### src/rtl/mseq_pkg.sv
// Package: shared encodings and micro-addresses for the fetch/dispatch sequencer.
// Assumes an 8-bit micro-address space; control codes are the port encodings.
package mseq_pkg;

    localparam int UADDR_W = 8;

    localparam logic [UADDR_W-1:0] FETCH_ADDR  = 8'h20;
    localparam logic [UADDR_W-1:0] BADOP_ADDR  = 8'h30;
    localparam logic [UADDR_W-1:0] AND_ADDR    = 8'h80;
    localparam logic [UADDR_W-1:0] OR_ADDR     = 8'h88;
    localparam logic [UADDR_W-1:0] ADD_ADDR    = 8'h90;

    typedef enum logic [1:0] {
        SQ_NEXT     = 2'd0,
        SQ_JUMP     = 2'd1,
        SQ_DISPATCH = 2'd2
    } seq_e;

    typedef enum logic [1:0] {
        S1_NONE = 2'd0,
        S1_PC   = 2'd1,
        S1_GPR  = 2'd2
    } bus1_e;

    typedef enum logic [1:0] {
        S2_NONE = 2'd0,
        S2_ONE  = 2'd1,
        S2_MBR  = 2'd2,
        S2_GPR  = 2'd3
    } bus2_e;

    typedef enum logic [2:0] {
        FN_NONE  = 3'd0,
        FN_PASS1 = 3'd1,
        FN_PASS2 = 3'd2,
        FN_ADD   = 3'd3,
        FN_AND   = 3'd4,
        FN_OR    = 3'd5
    } alu_e;

    typedef enum logic [2:0] {
        LD_NONE = 3'd0,
        LD_MAR  = 3'd1,
        LD_PC   = 3'd2,
        LD_IR   = 3'd3,
        LD_GPR  = 3'd4
    } dst_e;

    typedef struct packed {
        seq_e                seq;
        logic [UADDR_W-1:0]  target;
        bus1_e               b1;
        bus2_e               b2;
        alu_e                fn;
        dst_e                dst;
        logic                rd;
    } uword_t;

    // Builds a word that only sequences, with every control idle.
    function automatic uword_t idle_word(seq_e s, logic [UADDR_W-1:0] t);
        uword_t w;
        w.seq    = s;
        w.target = t;
        w.b1     = S1_NONE;
        w.b2     = S2_NONE;
        w.fn     = FN_NONE;
        w.dst    = LD_NONE;
        w.rd     = 1'b0;
        return w;
    endfunction

    // Builds a datapath word that falls through to the next address.
    function automatic uword_t op_word(bus1_e a, bus2_e b, alu_e f, dst_e d, logic r);
        uword_t w;
        w.seq    = SQ_NEXT;
        w.target = '0;
        w.b1     = a;
        w.b2     = b;
        w.fn     = f;
        w.dst    = d;
        w.rd     = r;
        return w;
    endfunction

endpackage

### src/rtl/mseq_ustore.sv
// Module: micromemory holding the fetch routine, execution routines and
// the undefined-opcode trap. Pure combinational read; every address not
// listed holds a jump to fetch so a stray address recovers.
module mseq_ustore
    import mseq_pkg::*;
(
    input  logic [UADDR_W-1:0] addr,
    output uword_t             word
);

    // Decode the micro-address into its stored control word.
    always_comb begin
        unique case (addr)
            8'h20:   word = op_word(S1_PC,   S2_NONE, FN_PASS1, LD_MAR, 1'b1);
            8'h21:   word = op_word(S1_PC,   S2_ONE,  FN_ADD,   LD_PC,  1'b0);
            8'h22:   word = op_word(S1_NONE, S2_MBR,  FN_PASS2, LD_IR,  1'b0);
            8'h23:   word = idle_word(SQ_DISPATCH, '0);
            8'h30:   word = idle_word(SQ_JUMP, FETCH_ADDR);
            8'h80:   word = op_word(S1_GPR,  S2_GPR,  FN_AND,   LD_GPR, 1'b0);
            8'h81:   word = idle_word(SQ_JUMP, FETCH_ADDR);
            8'h88:   word = op_word(S1_GPR,  S2_GPR,  FN_OR,    LD_GPR, 1'b0);
            8'h89:   word = idle_word(SQ_JUMP, FETCH_ADDR);
            8'h90:   word = op_word(S1_GPR,  S2_GPR,  FN_ADD,   LD_GPR, 1'b0);
            8'h91:   word = idle_word(SQ_JUMP, FETCH_ADDR);
            default: word = idle_word(SQ_JUMP, FETCH_ADDR);
        endcase
    end

endmodule

### src/rtl/mseq_dispmap.sv
// Module: opcode-indexed table of execution routine start addresses.
// Assumes opcodes 1, 2 and 3 are the only defined ones; all other entries
// point to the trap word that returns to fetch.
module mseq_dispmap
    import mseq_pkg::*;
#(
    parameter int OPW = 4
) (
    input  logic [OPW-1:0]     opcode,
    output logic [UADDR_W-1:0] start
);

    localparam int NOPS = 1 << OPW;

    logic [UADDR_W-1:0] table_q [NOPS];

    // One table entry per opcode, chosen at elaboration.
    for (genvar i = 0; i < NOPS; i++) begin : g_ent
        if (i == 1) begin : g_and
            assign table_q[i] = AND_ADDR;
        end else if (i == 2) begin : g_or
            assign table_q[i] = OR_ADDR;
        end else if (i == 3) begin : g_add
            assign table_q[i] = ADD_ADDR;
        end else begin : g_bad
            assign table_q[i] = BADOP_ADDR;
        end
    end

    assign start = table_q[opcode];

endmodule

### src/rtl/mseq_upc.sv
// Module: micro-program counter and next-address selection.
// Assumes the read strobe of the current word is the only stall source.
module mseq_upc
    import mseq_pkg::*;
(
    input  logic               clk,
    input  logic               rst_n,
    input  seq_e               seq,
    input  logic [UADDR_W-1:0] target,
    input  logic [UADDR_W-1:0] disp_addr,
    input  logic               rd,
    input  logic               mem_ready,
    output logic [UADDR_W-1:0] upc
);

    logic [UADDR_W-1:0] nxt;
    logic               stall;

    assign stall = rd && !mem_ready;

    // Choose the successor address from the sequencing code.
    always_comb begin
        unique case (seq)
            SQ_JUMP:     nxt = target;
            SQ_DISPATCH: nxt = disp_addr;
            default:     nxt = upc + 1'b1;
        endcase
    end

    // Hold on a stalled read, otherwise step to the chosen successor.
    always_ff @(posedge clk) begin
        if (!rst_n) begin
            upc <= FETCH_ADDR;
        end else if (!stall) begin
            upc <= nxt;
        end
    end

endmodule

### src/rtl/mseq_top.sv
// Module: microcoded fetch/dispatch control unit for a three-bus datapath.
// Assumes ir_opcode is stable while the dispatch word is current and that
// mem_ready answers the read strobe of the word at 0x20.
module mseq_top
    import mseq_pkg::*;
#(
    parameter int OPW = 4
) (
    input  logic               clk,
    input  logic               rst_n,
    input  logic [OPW-1:0]     ir_opcode,
    input  logic               mem_ready,
    output logic [1:0]         b1_sel,
    output logic [1:0]         b2_sel,
    output logic [2:0]         alu_fn,
    output logic [2:0]         dst_ld,
    output logic               mem_read,
    output logic [UADDR_W-1:0] uaddr
);

    uword_t             cur;
    logic [UADDR_W-1:0] upc;
    logic [UADDR_W-1:0] disp_addr;

    mseq_ustore u_store (
        .addr (upc),
        .word (cur)
    );

    mseq_dispmap #(.OPW(OPW)) u_map (
        .opcode (ir_opcode),
        .start  (disp_addr)
    );

    mseq_upc u_pc (
        .clk       (clk),
        .rst_n     (rst_n),
        .seq       (cur.seq),
        .target    (cur.target),
        .disp_addr (disp_addr),
        .rd        (cur.rd),
        .mem_ready (mem_ready),
        .upc       (upc)
    );

    assign b1_sel   = cur.b1;
    assign b2_sel   = cur.b2;
    assign alu_fn   = cur.fn;
    assign dst_ld   = cur.dst;
    assign mem_read = cur.rd;
    assign uaddr    = upc;

endmodule

### config.mk
export PLATFORM = sky130hd
export DESIGN_NAME = mseq_top
export DESIGN_NICKNAME = d
export VERILOG_FILES = /design/src/rtl/mseq_pkg.sv /design/src/rtl/mseq_ustore.sv /design/src/rtl/mseq_dispmap.sv /design/src/rtl/mseq_upc.sv /design/src/rtl/mseq_top.sv
export SDC_FILE = /design/constraint.sdc
export NUM_CORES = 1
export LEC_CHECK = 0
export BUFFER_PORTS_ARGS = -buffer_cell sky130_fd_sc_hd__clkbuf_2
export CORE_MARGIN = 3
export CORE_UTILIZATION = 35
export DETAILED_ROUTE_END_ITERATION = 6
export PLACE_DENSITY = 0.64
export SYNTH_ARGS = -nofsm -noshare
export SYNTH_HDL_FRONTEND = slang
export SYNTH_SLANG_ARGS = --single-unit
### constraint.sdc
create_clock -name clk -period 5.8 [get_ports clk]
set_input_delay 0 -clock clk [delete_from_list [all_inputs] [get_ports clk]]
set_output_delay 0 -clock clk [all_outputs]
set_load 0.1 [all_outputs]
==> results of run 1 <==
[worst paths after layout]
check / startpoint / endpoint
hold / removal: rst_n / u_pc.upc[2]
hold reg to reg: u_pc.upc[2] / u_pc.upc[2]
setup reg to reg: u_pc.upc[0] / u_pc.upc[5]
setup / recovery: u_pc.upc[0] / alu_fn[1]
[cell families after synthesis]
group	after synthesis	share of synthesized area
DFF	8	0.2753
and+or+nand+nor	34	0.3441
buffers and inverters	7	0.06665
AOI/OAI and AO/OA	14	0.1635
adders and majority gates	6	0.1290
xor gates and xnor gates	1	0.01506
other	1	0.006445
[critical path: stages (launching register included)]
cell and delay [ns]:
dfxtp_1 0.35, inv_1 0.11, ha_1 0.21, or3b_1 0.41, or3b_4 0.43, or3b_1 0.43, o21ai_0 0.10, clkbuf_2 0.48
[power groups by stage]
stage	sequential [mW]	clock, mW	combinational (mW)
finish	0.0593	0.0410	0.0952
global route	0.0595	0.0460	0.102
CTS	0.0593	0.0428	0.0956
detailed placement	0.0604	0	0.0954
global placement	0.0602	0	0.0956
floorplan	0.0735	0	0.0679
[synthesized netlist by cell type (2+ instances only)]
library cell  count
o21ai_0           4
dfxtp_1           8
nand2_1           4
nand3_1           4
a21oi_1           2
ha_1              6
a21o_1            2
inv_1             4
or3b_1            2
nor2_1            8
nand4_1           4
nor2b_1           2
[per-layer routing]
| metal | vias to the layer above | routed length (um) | GRT usage |
|---|---|---|---|
| met5 | - | 0 | 0 |
| li1 | 302 | - | - |
| met1 | 238 | 630 | 0.2060 |
| met4 | 0 | 22 | 0.06630 |
| met2 | 29 | 505 | 0.1897 |
| met3 | 4 | 148 | 0.04598 |
[through the flow]
step           instance area (sq um)  utilization  hold WS (ns)  std cells
2_1_floorplan                  581.8            -        0.1415         71
5_1_grt                        725.7       0.4708       0.09177        112
3_3_place_gp                   703.2       0.4562        0.3219        109
3_5_place_dp                   703.2       0.4562        0.3215        109
4_1_cts                        725.7       0.4708       0.05146        112
6_report                       725.7       0.4708       0.05938        112
[cell type report]
type | instances | share of cell area
Sequential cell | 8 | 0.2207
Tap cell | 16 | 0.02759
Inverter | 4 | 0.02069
Clock buffer | 3 | 0.03103
Multi-Input combinational cell | 56 | 0.5276
Timing Repair Buffer | 25 | 0.1724
==> results.json, run 1 <==
{
  "status": "finished clean",
  "p_sw_uw": 97.99,
  "gp_congestion": 0.8001,
  "core_sq_um": 1541,
  "power_uw": 195.5,
  "ant_nets": 0,
  "ys_types": 33,
  "slew_headroom": 0.4568,
  "root_buffer": "clkbuf_4",
  "synthTopCellsByArea": "dfxtp_1, ha_1, nor2_1, nand4_1, nand3_1",
  "fmax_ghz": 0.3587,
  "synth_seq_area_share": 0.2753,
  "cts_max_path_buffers": 2,
  "synth-seq-cells": 8,
  "post-place-ws_ns": 3.290,
  "grt_pass1_vias": 499,
  "drc": 0,
  "grt.total_usage": 0.1426,
  "final_cell_mix": "clkbuf_2, nor2_1, dfxtp_1",
  "drtIter0Drc": 5,
  "layout.nets": 111,
  "yosysTopAreaCellShare": 0.2753,
  "worstPathRequired_ns": 5.80,
  "ys_warn_count": 0,
  "dp_hpwl_mm": 1.074,
  "intPower_uw": 97.55,
  "multiInputGateArea_sq_um": 382.9,
  "diodes": 0,
  "min_path_type": "in -> reg",
  "hold_viol_final": 0,
  "fin_ws_ns": 3.012,
  "largest-register": "u_pc.upc",
  "initial_utilization": 0.3774,
  "rsz0062_at_grt": "false",
  "setup_violations": 0,
  "regArea_sq_um": 160.2,
  "synth_area_sq_um": 581.8,
  "r2r.worst_path.cells": 6,
  "ctsHoldBuffers": 0,
  "ys.flop_type": "dfxtp_1",
  "period_minus_slack_ns": 2.788,
  "grt_max_degree": 10,
  "antenna_found_initial": 0,
  "maxCapViolCount": 0,
  "seq_power_share": 0.303,
  "fin_setup_tns_ns": 0,
  "cts_setup_buffers": 0,
  "numCtsBuffers": 3,
  "pwr-share-comb": 0.487,
  "cp-end-kind": "primary output",
  "synth_edf_count": 0,
  "async_flop_share": 0,
  "p_per_area_nw_per_um2": 269.4,
  "cts_tree": "done",
  "fin_skew_ns": 0.007056,
  "irDropWorstVdd_mv": 0.1338,
  "htree_levels": 1,
  "fp.dieH_um": 46.77,
  "synth_top_cell_by_area": "dfxtp_1",
  "n_fill_cell": 152,
  "ioPinCount": 26,
  "worst_slew_pin_slew_ns": 0.8074,
  "clk_latency_ns": 0.25,
  "drt_pass1_iterations": 4,
  "clkTransAtPathRegs_ns": 0.05,
  "cp_max_fo": 5,
  "vias_per_cell": 5.116,
  "grt_overflow": 0,
  "via_count": 573,
  "path_class": "reg -> out",
  "grt_pass1_wl_mm": 2.180,
  "critical_path_arrival_ns": 2.79,
  "port_buffers": 25,
  "ff2ff_setup_slack_ns": 3.57,
  "die_area_sq_um": 2187,
  "drive_gt1_frac": 0.3438,
  "total_leakage_power_nw": 0.3601,
  "final_common_cell": "clkbuf_2",
  "routed_wirelength_mm": 1.306,
  "holdPathStages": 3,
  "p_clk_frac": 0.210,
  "switching_share": 0.5011,
  "slew_violations": 0,
  "syn_nets": 84,
  "syn-instance-count": 71,
  "cp-start-kind": "flip-flop",
  "cts.sinks": 8,
  "detail_route.wl_per_cell_um": 11.66,
  "area_growth_pct": 24.73,
  "largest_register_ff_count": 8,
  "postCtsResizedCells": 0,
  "top_regs": "u_pc.upc x8",
  "die_w_um": 46.77,
  "rows": 14,
  "syn_area_per_cell_sq_um": 8.194,
  "fin_crit_sh": 0.4807
}
Note: power is estimated with default switching activity, not from simulation.
==> run 2: changes to the inputs <==
PLACE_DENSITY = 0.67   (was 0.64)
clock period = 2.3 ns   (was 5.8 ns; I/O delays follow)
==> results.json, run 2 (synthesis gave the netlist of run 1 again) <==
{
  "drc": 0,
  "maxCapViolCount": 0,
  "min_path_type": "in -> reg",
  "fmax_ghz": 0.4406,
  "grt_overflow": 0,
  "antenna_found_initial": 0,
  "status": "finished clean",
  "drtIter0Drc": 5,
  "die_w_um": 46.77,
  "critical_path_arrival_ns": 2.27,
  "grt_max_degree": 10,
  "worst_slew_pin_slew_ns": 0.5457,
  "largest_register_ff_count": 8,
  "irDropWorstVdd_mv": 0.3536,
  "path_class": "reg -> out",
  "initial_utilization": 0.3774,
  "vias_per_cell": 5.225,
  "ff2ff_setup_slack_ns": 0.23,
  "ant_nets": 0,
  "top_regs": "u_pc.upc x8",
  "worstPathRequired_ns": 2.30,
  "fin_crit_sh": 0.9867,
  "grt.total_usage": 0.1610,
  "total_leakage_power_nw": 0.4428,
  "fin_util": 0.6745,
  "via_count": 627,
  "root_buffer": "clkbuf_4",
  "dr_wl_met3_um": 105,
  "detail_route.wl_per_cell_um": 13.07,
  "dp_hpwl_mm": 1.229,
  "port_buffers": 25,
  "diodes": 0,
  "power_uw": 609.0,
  "final_common_cell": "clkbuf_2",
  "final_cell_mix": "clkbuf_2, buf_12, buf_4",
  "clkTransAtPathRegs_ns": 0.06,
  "cts_tree": "done",
  "ioPinCount": 26,
  "numCtsBuffers": 3,
  "slew_violations": 0,
  "drt_pass1_iterations": 6,
  "placed_cells": 110,
  "period_minus_slack_ns": 2.269,
  "setup_violations": 0,
  "clk_latency_ns": 0.26,
  "stdcell_count": 120,
  "fp.dieH_um": 46.77,
  "die_area_sq_um": 2187,
  "fin_setup_tns_ns": 0,
  "hold_viol_final": 0,
  "cp-start-kind": "flip-flop",
  "cts.sinks": 8,
  "slew_headroom": 0.6378,
  "rsz0062_at_grt": "true",
  "rows": 14,
  "core_sq_um": 1541,
  "drive_gt1_frac": 0.5673,
  "fin_skew_ns": 0.01118,
  "layout.nets": 118,
  "routed_wirelength_mm": 1.568,
  "grt_pass1_wl_mm": 2.456,
  "wl_met1_um": 748,
  "top_layer_used": "met3",
  "largest-register": "u_pc.upc",
  "wl_met2_um": 715,
  "htree_levels": 1,
  "gp_congestion": 0.7970,
  "cp-end-kind": "primary output",
  "p_per_area_nw_per_um2": 585.7,
  "area_growth_pct": 78.71,
  "grt_pass1_vias": 562,
  "cp_max_fo": 3,
  "cts_max_path_buffers": 2
}
==> run 2: changes by cell type in the layout (fill, tap and decap cells not counted), sizes merged <==
cell / previous run / this run
clkbuf: 28 / 20
buf: 0 / 16
==> run 2: worst paths after layout <==
path,start,endpoint,depth (start not counted)
worst max-delay path,u_pc.upc[0],alu_fn[1],7
worst min-delay path,rst_n,u_pc.upc[2],3
worst max register to register,u_pc.upc[0],u_pc.upc[2],7
worst min register to register,u_pc.upc[2],u_pc.upc[2],1
==> run 2: power by group <==
group / switching, mW / internal (mW) / total (mW)
registers: 0.00511 / 0.144 / 0.149
clock network: 0.0524 / 0.0666 / 0.119
logic: 0.228 / 0.113 / 0.341
==> run 2: cell type report <==
| cell class | instances | area [sq um] |
|---|---|---|
| flip-flops and latches | 8 | 170.2 |
| repair buffers | 32 | 312.8 |
| inverters | 4 | 20.02 |
| multi-input cells | 56 | 490.5 |
| well taps | 16 | 20.02 |
| clock buffers | 4 | 26.28 |
| fillers | 136 | 501.7 |
==> run 2: timing repair <==
item	in CTS	in global routing
pin swaps	3	1
hold buffers	0	0
buffers inserted	6	0
gates resized for setup	1	0
setup endpoints to repair	3	3
==> run 2: through the flow <==
step                      hold slack (ns)  area (sq um)  setup WS (ns)
after floorplan                    0.1339         714.4        -0.2386
after global placement             0.3053         965.9         0.1910
after detailed placement           0.3165         965.9         0.1622
after CTS                         0.02760          1040       0.005075
after global routing              0.03066          1040       -0.04470
final                             0.03982          1040        0.03055
==> run 2: routing by layer <==
layer,GRT usage,vias up
met2,0.2304,28
met5,0,-
li1,-,318
met1,0.2069,281
met4,0.07182,0
met3,0.07280,0
==> run 2: worst max-delay path, stage by stage, from the launching register on <==
cell     delay, ns
dfxtp_4       0.35
inv_4         0.07
ha_4          0.13
or3b_4        0.37
or3b_4        0.41
or3b_4        0.41
o21ai_4       0.08
buf_12        0.19
==> run 3: changes to the inputs <==
--- a/config.mk
+++ b/config.mk
@@ -8,2 +8,3 @@
 export BUFFER_PORTS_ARGS = -buffer_cell sky130_fd_sc_hd__clkbuf_2
+export CAP_MARGIN = 20
 export CORE_MARGIN = 3
==> constraint.sdc (replaced) <==
create_clock -name clk -period 2.3 [get_ports clk]
set_input_delay 0.23 -clock clk [delete_from_list [all_inputs] [get_ports clk]]
set_output_delay 0.23 -clock clk [all_outputs]
set_load 0.1 [all_outputs]
==> results.json, run 3 (synthesis gave the netlist of run 1 again) <==
{
  "status": "complete, but fails checks",
  "violations": "setup timing",
  "place_area_sq_um": 982.2,
  "fp.dieH_um": 46.77,
  "grt_overflow": 0,
  "area_growth_pct": 87.96,
  "vias_per_cell": 5.188,
  "grt.total_usage": 0.2047,
  "ant_nets": 0,
  "fin_util": 0.7094,
  "largest_register_ff_count": 8,
  "cts_max_path_buffers": 2,
  "detail_route.wl_per_cell_um": 14.17,
  "setup_violations": 6,
  "grt_max_degree": 10,
  "fin_skew_ns": 0.01398,
  "drtIter0Drc": 10,
  "ctsHoldBuffers": 0,
  "fmax_ghz": 0.4044,
  "dp_hpwl_mm": 1.371,
  "n_fill_cell": 125,
  "numCtsBuffers": 3,
  "cts.sinks": 8,
  "placed_cells": 114,
  "root_buffer": "clkbuf_4",
  "fin_crit_sh": 1.075,
  "r2r-start": "u_pc.upc[0]",
  "critical_path_arrival_ns": 2.24,
  "initial_utilization": 0.3774,
  "ff2ff_setup_slack_ns": 0.09,
  "rows": 14,
  "diodes": 0,
  "slew_violations": 0,
  "grt_pass1_wl_mm": 3.105,
  "final_cell_mix": "buf_4, clkbuf_2, buf_12",
  "worst_slew_pin_slew_ns": 0.5608,
  "port_buffers": 25,
  "final_common_cell": "buf_4",
  "cts_tree": "done",
  "gp_congestion": 0.8219,
  "fin_ws_ns": -0.1731,
  "die_w_um": 46.77,
  "layout.nets": 126,
  "routed_wirelength_mm": 1.814,
  "irDropWorstVdd_mv": 0.3486,
  "ioPinCount": 26,
  "hold_viol_final": 0,
  "drive_gt1_frac": 0.6250,
  "via_count": 664,
  "cp-end-kind": "primary output",
  "p_per_area_nw_per_um2": 553.9,
  "htree_levels": 1,
  "die_area_sq_um": 2187,
  "clk_latency_ns": 0.27,
  "antenna_found_initial": 0,
  "path_class": "reg -> out",
  "cp_max_fo": 2,
  "grt_pass1_vias": 645,
  "period_minus_slack_ns": 2.473,
  "worstPathRequired_ns": 2.07,
  "largest-register": "u_pc.upc",
  "clkTransAtPathRegs_ns": 0.06,
  "maxCapViolCount": 0,
  "cp-start-kind": "flip-flop",
  "rsz0062_at_grt": "true",
  "hold_start": "rst_n",
  "top_regs": "u_pc.upc x8",
  "slew_headroom": 0.6230,
  "min_path_type": "in -> reg",
  "final_cell_area_sq_um": 1094,
  "power_uw": 605.7,
  "drt_pass1_iterations": 4,
  "core_sq_um": 1541,
  "worstSetupStartpoint": "u_pc.upc[0]",
  "drc": 0,
  "stdcell_count": 128,
  "total_leakage_power_nw": 0.4759
}
==> run 3: changes by cell type in the layout (fill, tap and decap cells not counted), moves of 2 or more <==
cell and delta:
buf_6 +2, buf_4 +9, dfxtp_2 +3, buf_12 -2, dfxtp_1 -3
==> run 3: area by class of cell <==
| class | count | area (sq um) | area share |
|---|---|---|---|
| Multi-Input combinational cell | 56 | 495.5 | 0.4531 |
| Timing Repair Buffer | 40 | 357.8 | 0.3272 |
| Sequential cell | 8 | 173.9 | 0.1590 |
| Clock buffer | 4 | 26.28 | 0.02403 |
| Inverter | 4 | 20.02 | 0.01831 |
| Tap cell | 16 | 20.02 | 0.01831 |
==> run 3: final timing paths <==
kind | depth (start not counted) | to
worst min-delay path | 3 | u_pc.upc[2]
worst max register to register | 9 | u_pc.upc[0]
worst min register to register | 1 | u_pc.upc[2]
worst max-delay path | 7 | alu_fn[1]
==> run 3: per-stage QoR <==
stage          hold slack [ns]  setup TNS [ns]  worst slack (ns)
2_1_floorplan           0.3639          -2.048           -0.4109
3_3_place_gp            0.4516               0           0.07178
3_5_place_dp            0.4531               0           0.04243
4_1_cts                 0.2546         -0.8350           -0.1790
5_1_grt                 0.2818          -1.034           -0.2182
6_report                0.2758         -0.6910           -0.1731
==> run 3: where the power goes <==
part | total, mW | switching (mW) | internal (mW)
logic | 0.335 | 0.230 | 0.105
registers | 0.150 | 0.00545 | 0.144
clock network | 0.121 | 0.0544 | 0.0668
==> run 3: per-layer routing <==
layer	vias up	wire, um	GRT usage
met4	0	25	0.07735
li1	336	-	-
met2	22	925	0.3198
met1	302	747	0.2673
met3	4	115	0.05747
met5	-	0	0
==> run 3: what timing repair did <==
item	in CTS	in global routing
gates resized for setup	3	1
setup buffers	8	2
pin swaps	3	3
setup endpoints to repair	6	9
==> run 3: worst max-delay path, cell delays in order, from the launching register on <==
cell,delay (ns)
dfxtp_4,0.35
inv_4,0.06
ha_4,0.12
or3b_4,0.36
or3b_4,0.39
or3b_4,0.42
o21ai_4,0.08
buf_12,0.19
